==> config.mk <==
export PLATFORM = sky130hd
export DESIGN_NAME = spr_attr_dma
export DESIGN_NICKNAME = d
export VERILOG_FILES = /design/src/rtl/spr_dma_pkg.sv /design/src/rtl/spr_dma_regs.sv /design/src/rtl/spr_dma_seq.sv /design/src/rtl/spr_dma_path.sv /design/src/rtl/spr_attr_dma.sv
export SDC_FILE = /design/constraint.sdc
export NUM_CORES = 1
export LEC_CHECK = 0
export ABC_AREA = 1
export BUFFER_PORTS_ARGS = -buffer_cell sky130_fd_sc_hd__buf_2
export CAP_MARGIN = 40
export CORE_ASPECT_RATIO = 0.6
export CORE_UTILIZATION = 47
export CTS_CLUSTER_SIZE = 10
export DETAILED_ROUTE_END_ITERATION = 6
export HOLD_SLACK_MARGIN = 0.03
export PLACE_DENSITY = 0.9
export SETUP_SLACK_MARGIN = 0.2
export SYNTH_ARGS = -nofsm -noshare
export SYNTH_HDL_FRONTEND = slang
export SYNTH_SLANG_ARGS = --single-unit
==> constraint.sdc <==
create_clock -name clk -period 1.75 [get_ports clk]
set_clock_uncertainty 0.15 [all_clocks]
set_input_delay 0.2625 -clock clk [delete_from_list [all_inputs] [get_ports clk]]
set_output_delay 0.2625 -clock clk [all_outputs]
set_load 0.03 [all_outputs]
==> src/rtl/spr_dma_pkg.sv <==
package spr_dma_pkg;

    typedef enum logic [1:0] {
        ST_IDLE  = 2'd0,
        ST_WAIT  = 2'd1,
        ST_FETCH = 2'd2,
        ST_STORE = 2'd3
    } dma_state_e;

endpackage

==> src/rtl/spr_dma_regs.sv <==
module spr_dma_regs #(
    parameter int ADDR_W     = 16,
    parameter int DATA_W     = 8,
    parameter logic [ADDR_W-1:0] START_ADDR = 16'hFF46
) (
    input  logic              clk,
    input  logic              rst_n,
    input  logic [ADDR_W-1:0] cfg_addr,
    input  logic              cfg_wr,
    input  logic [DATA_W-1:0] cfg_wdata,
    output logic [DATA_W-1:0] page_q,
    output logic              kick
);

    // start pulse: a write that hits the start register
    assign kick = cfg_wr && (cfg_addr == START_ADDR);

    always_ff @(posedge clk or negedge rst_n) begin
        if (!rst_n) begin
            page_q <= '0;
        end else if (kick) begin
            page_q <= cfg_wdata;
        end
    end

endmodule

==> src/rtl/spr_dma_seq.sv <==
module spr_dma_seq
    import spr_dma_pkg::*;
#(
    parameter int XFER_LEN    = 160,
    parameter int START_DELAY = 2,
    localparam int OFF_W      = $clog2(XFER_LEN),
    localparam int DLY_W      = (START_DELAY > 1) ? $clog2(START_DELAY) : 1
) (
    input  logic             clk,
    input  logic             rst_n,
    input  logic             kick,
    input  logic             bus_gnt,
    output logic [OFF_W-1:0] offset,
    output logic             capture,
    output logic             bus_req,
    output logic             bus_wr,
    output logic             busy
);

    localparam logic [OFF_W-1:0] LAST_OFF  = OFF_W'(XFER_LEN - 1);
    localparam logic [DLY_W-1:0] DLY_LOAD  = DLY_W'(START_DELAY - 1);

    dma_state_e       state_q, state_d;
    logic [DLY_W-1:0] dly_q;
    logic [OFF_W-1:0] off_q;
    logic             last_byte;

    assign last_byte = (off_q == LAST_OFF);

    // next-state logic; transition names follow the brief
    always_comb begin
        state_d = state_q;
        if (kick) begin
            state_d = ST_WAIT;                              // KICK
        end else begin
            unique case (state_q)
                ST_IDLE:  state_d = ST_IDLE;
                ST_WAIT:  if (dly_q == '0) state_d = ST_FETCH;  // DELAY_DONE
                ST_FETCH: if (bus_gnt) state_d = ST_STORE;      // FETCH_OK
                ST_STORE: begin
                    if (bus_gnt) begin
                        state_d = last_byte ? ST_IDLE           // STORE_LAST
                                            : ST_FETCH;         // STORE_NEXT
                    end
                end
            endcase
        end
    end

    // state register
    always_ff @(posedge clk or negedge rst_n) begin
        if (!rst_n) begin
            state_q <= ST_IDLE;
        end else begin
            state_q <= state_d;
        end
    end

    // delay counter and byte offset
    always_ff @(posedge clk or negedge rst_n) begin
        if (!rst_n) begin
            dly_q <= '0;
            off_q <= '0;
        end else if (kick) begin
            dly_q <= DLY_LOAD;
            off_q <= '0;
        end else begin
            unique case (state_q)
                ST_IDLE:  off_q <= '0;
                ST_WAIT:  if (dly_q != '0) dly_q <= dly_q - 1'b1;
                ST_FETCH: ;
                ST_STORE: if (bus_gnt && !last_byte) off_q <= off_q + 1'b1;
            endcase
        end
    end

    // outputs
    always_comb begin
        bus_req = 1'b0;
        bus_wr  = 1'b0;
        busy    = 1'b0;
        capture = 1'b0;
        unique case (state_q)
            ST_IDLE:  ;
            ST_WAIT:  busy = 1'b1;
            ST_FETCH: begin
                busy    = 1'b1;
                bus_req = 1'b1;
                capture = bus_gnt;
            end
            ST_STORE: begin
                busy    = 1'b1;
                bus_req = 1'b1;
                bus_wr  = 1'b1;
            end
        endcase
    end

    assign offset = off_q;

endmodule

==> src/rtl/spr_dma_path.sv <==
module spr_dma_path #(
    parameter int ADDR_W = 16,
    parameter int DATA_W = 8,
    parameter int OFF_W  = 8,
    parameter logic [ADDR_W-1:0] DST_BASE = 16'hFE00
) (
    input  logic              clk,
    input  logic              rst_n,
    input  logic [DATA_W-1:0] page,
    input  logic [OFF_W-1:0]  offset,
    input  logic              capture,
    input  logic              store_phase,
    input  logic [DATA_W-1:0] bus_rdata,
    output logic [ADDR_W-1:0] bus_addr,
    output logic [DATA_W-1:0] bus_wdata
);

    localparam int SHIFT = ADDR_W - DATA_W;

    logic [ADDR_W-1:0] src_base;
    logic [ADDR_W-1:0] off_ext;
    logic [DATA_W-1:0] data_q;

    assign src_base = {page, {SHIFT{1'b0}}};
    assign off_ext  = {{(ADDR_W-OFF_W){1'b0}}, offset};

    always_comb begin
        if (store_phase) begin
            bus_addr = DST_BASE + off_ext;
        end else begin
            bus_addr = src_base + off_ext;
        end
    end

    always_ff @(posedge clk or negedge rst_n) begin
        if (!rst_n) begin
            data_q <= '0;
        end else if (capture) begin
            data_q <= bus_rdata;
        end
    end

    assign bus_wdata = data_q;

endmodule

==> src/rtl/spr_attr_dma.sv <==
module spr_attr_dma #(
    parameter int ADDR_W      = 16,
    parameter int DATA_W      = 8,
    parameter int XFER_LEN    = 160,
    parameter int START_DELAY = 2,
    parameter logic [ADDR_W-1:0] START_ADDR = 16'hFF46,
    parameter logic [ADDR_W-1:0] DST_BASE   = 16'hFE00
) (
    input  logic              clk,
    input  logic              rst_n,
    input  logic [ADDR_W-1:0] cfg_addr,
    input  logic              cfg_wr,
    input  logic [DATA_W-1:0] cfg_wdata,
    output logic [DATA_W-1:0] cfg_rdata,
    input  logic              bus_gnt,
    output logic              bus_req,
    output logic [ADDR_W-1:0] bus_addr,
    input  logic [DATA_W-1:0] bus_rdata,
    output logic [DATA_W-1:0] bus_wdata,
    output logic              bus_wr,
    output logic              busy
);

    localparam int OFF_W = $clog2(XFER_LEN);

    logic [DATA_W-1:0] page_q;
    logic              kick;
    logic [OFF_W-1:0]  offset;
    logic              capture;

    spr_dma_regs #(
        .ADDR_W     (ADDR_W),
        .DATA_W     (DATA_W),
        .START_ADDR (START_ADDR)
    ) regs_i (
        .clk       (clk),
        .rst_n     (rst_n),
        .cfg_addr  (cfg_addr),
        .cfg_wr    (cfg_wr),
        .cfg_wdata (cfg_wdata),
        .page_q    (page_q),
        .kick      (kick)
    );

    spr_dma_seq #(
        .XFER_LEN    (XFER_LEN),
        .START_DELAY (START_DELAY)
    ) seq_i (
        .clk     (clk),
        .rst_n   (rst_n),
        .kick    (kick),
        .bus_gnt (bus_gnt),
        .offset  (offset),
        .capture (capture),
        .bus_req (bus_req),
        .bus_wr  (bus_wr),
        .busy    (busy)
    );

    spr_dma_path #(
        .ADDR_W   (ADDR_W),
        .DATA_W   (DATA_W),
        .OFF_W    (OFF_W),
        .DST_BASE (DST_BASE)
    ) path_i (
        .clk         (clk),
        .rst_n       (rst_n),
        .page        (page_q),
        .offset      (offset),
        .capture     (capture),
        .store_phase (bus_wr),
        .bus_rdata   (bus_rdata),
        .bus_addr    (bus_addr),
        .bus_wdata   (bus_wdata)
    );

    assign cfg_rdata = page_q;

endmodule

==> impl_metrics.env <==
export IMPL_finalMaxSlewViolations=0
export IMPL_drt_initial_drc_count=351
export IMPL_worst_pin_slew_ns=0.617
export IMPL_dpl_cell_count=336
export IMPL_wire_per_inst_um=14.4
export IMPL_fin_setup_tns_ns=0
export IMPL_via_count=1907
export IMPL_ys_seq_area_share_pct=42.3
export IMPL_initial_core_util_pct=52.6
export IMPL_ant_nets=0
export IMPL_ys_seq_elements=27
export IMPL_fin_cells=368
export IMPL_numClockSinks=27
export IMPL_area_growth_pct=51.9
export IMPL_synth_area_mm2=0.00160
export IMPL_power_per_cell_area_mw_per_mm2=1280
export IMPL_first_pass_iters=6
export IMPL_seq_area_um2=682
export IMPL_crit_arrival_ns=1.28
export IMPL_io_pins=71
export IMPL_first_global_vias=1745
export IMPL_hp_class="input port to flip-flop"
export IMPL_gp_congestion=0.881
export IMPL_ir_drop_v=0.000943
export IMPL_die_y_um=47.2
export IMPL_power_leakage_nw=1.39
export IMPL_slew_headroom_pct=58.8
export IMPL_viasPerCell=5.18
export IMPL_yosysWarnings=0
export IMPL_dp_hpwl_um=3170
export IMPL_n_antenna_cell=0
export IMPL_final_area_mm2=0.00243
export IMPL_fill_cells=193
export IMPL_portBuffers=70
export IMPL_fmax_mhz=592
export IMPL_multiInputGateArea_um2=866
export IMPL_synth_fp_nets=263
export IMPL_die_area_mm2=0.00365
export IMPL_synth_area_top_cells="dfrtp_1, nand2_1, nor2_1"
export IMPL_rsz0062_at_grt="yes"
export IMPL_h_tree_depth=1
export IMPL_dpl_cell_area_mm2=0.00202
export IMPL_grt_pass1_wl_um=7970
export IMPL_overflow=0
export IMPL_synth_cells=226
export IMPL_pre_cts_ws_ns=0.157
export IMPL_synth_top_area_share_pct=42.3
export IMPL_status="completed"
export IMPL_layout_drive_gt1_share_pct=38.0
export IMPL_yosys_area_top_type="dfrtp_1"
export IMPL_wirelength_um=5290
export IMPL_grt_max_degree=28
export IMPL_tritoncts="done"
export IMPL_die_w_um=77.3
export IMPL_drv_cap=0
export IMPL_rows=15
export IMPL_crit_required_ns=1.34
export IMPL_core_area_mm2=0.00304
export IMPL_path_class="flip-flop to output pin"
export IMPL_clkTransAtPathRegs_ns=0.10
export IMPL_final_setup_viol_count=0
export IMPL_numCtsBuffers=3
export IMPL_grt_total_usage_pct=29.2
export IMPL_nets=364
export IMPL_endpoint_kind="output pin"
export IMPL_startpoint_type="flip-flop"
export IMPL_r2r_slack_ns=0.18
export IMPL_grt_antenna_before_repair=0
export IMPL_layout_setup_ws_ns=0.0608
export IMPL_cts_max_path_buffers=2
export IMPL_root_buffer="clkbuf_8"
export IMPL_drc=0
export IMPL_yosysUniqueCellTypes=27
export IMPL_avgSynthCellArea_um2=7.08
export IMPL_hold_violations=0
export IMPL_min_period_ns=1.69
export IMPL_min_period_over_period_pct=96.5
export IMPL_worstSkewPairLatency_ns=0.28
export IMPL_cp_max_fo=6
==> final cells by class <==
class,instances,area share [%]
Multi-Input combinational cell,171,35.7
Tap cell,42,2.16
Sequential cell,27,28.1
Timing Repair Buffer,100,27.9
Clock buffer,3,1.70
Timing Repair inverter,1,0.258
Clock inverter,1,0.361
Inverter,23,3.86
==> state kept, by name, indices dropped and copies added, names as in the netlist <==
name and flops:
path_i.bus_wdata 8, seq_i.state_q 2, seq_i.offset 8, seq_i.dly_q 1, regs_i.page_q 8
==> per-stage QoR <==
stage	util (%)	total power [mW]	hold slack [ns]
after floorplan	-	1.80	-0.183
after global placement	66.4	2.15	0.150
after detailed placement	66.4	2.19	0.154
after CTS	77.7	2.95	0.0308
after global routing	79.9	3.25	0.0383
final	79.9	3.12	0.0395
==> power breakdown <==
group / internal, mW / switching, mW / leakage, nW
combinational: 0.736 / 1.12 / 1.02
sequential: 0.768 / 0.111 / 0.347
clock: 0.168 / 0.212 / 0.0261
total: 1.67 / 1.45 / 1.39
==> final timing paths <==
| kind | endpoint | from | cells after the start |
|---|---|---|---|
| min | regs_i.page_q[7] | cfg_wdata[7] | 3 |
| min reg2reg | path_i.bus_wdata[1] | path_i.bus_wdata[1] | 2 |
| max | bus_addr[10] | seq_i.state_q[0] | 4 |
| max reg2reg | seq_i.offset[2] | seq_i.offset[0] | 6 |
| max in group asynchronous | seq_i.offset[5] | rst_n | 2 |
| min in group asynchronous | seq_i.offset[4] | rst_n | 2 |
==> repair_timing <==
action                     CTS  global route
setup endpoints to repair   15            20
gates cloned                 1             0
pin swaps                    3            13
hold buffers                13             0
setup buffers               10             4
resized for setup           27            17
hold endpoints to repair    39             0
==> cells in the final DEF (no fill, tap or decap), drive strengths merged <==
| cell | instances |
|---|---|
| a21oi | 1 |
| buf | 87 |
| clkbuf | 3 |
| dfrtp | 27 |
| dlygate4sd3 | 13 |
| ha | 1 |
| inv | 25 |
| nand2 | 101 |
| nand3 | 12 |
| nand3b | 1 |
| nand4 | 13 |
| nor2 | 26 |
| nor3 | 2 |
| nor3b | 1 |
| o21ai | 4 |
| o21bai | 1 |
| or2 | 8 |
==> layer usage <==
metal | part of all wire, % | vias up | track usage (%)
met2 | 46 | 124 | 52.0
met1 | 41 | 856 | 37.8
met4 | 1.7 | 0 | 5.66
met3 | 11 | 18 | 6.99
li1 | - | 909 | -
met5 | 0 | - | 0
==> Yosys cell counts <==
library cell / count
buf_4: 1
nor3_4: 1
o21bai_1: 1
buf_2: 2
nand3_4: 2
nand3_1: 9
dfrtp_1: 27
or2_1: 5
nand3_2: 1
nor3_2: 1
o21ai_4: 1
a21oi_1: 1
nor3b_1: 1
or2_2: 3
o21ai_1: 2
buf_6: 1
nand4_2: 1
nor2_2: 1
o21ai_0: 1
nand4_1: 12
nand2_1: 101
inv_1: 18
ha_1: 1
nor2_1: 25
inv_2: 5
nand3b_1: 1
clkbuf_1: 1
==> critical path: stages, from the launching register on <==
cell and delay (ns):
dfrtp_2 0.44, nand2_4 0.12, inv_6 0.06, or2_1 0.23
buf_6 0.15
==> cells by family after synthesis <==
logic type	after synthesis	share of synthesized area, %
AOI/OAI and AO/OA	6	2.74
buffers and inverters	28	7.43
adders and majority gates	1	0.782
DFF	27	42.3
and+or+nand+nor	164	46.8
No activity file was read; power rests on OpenSTA's default activity.
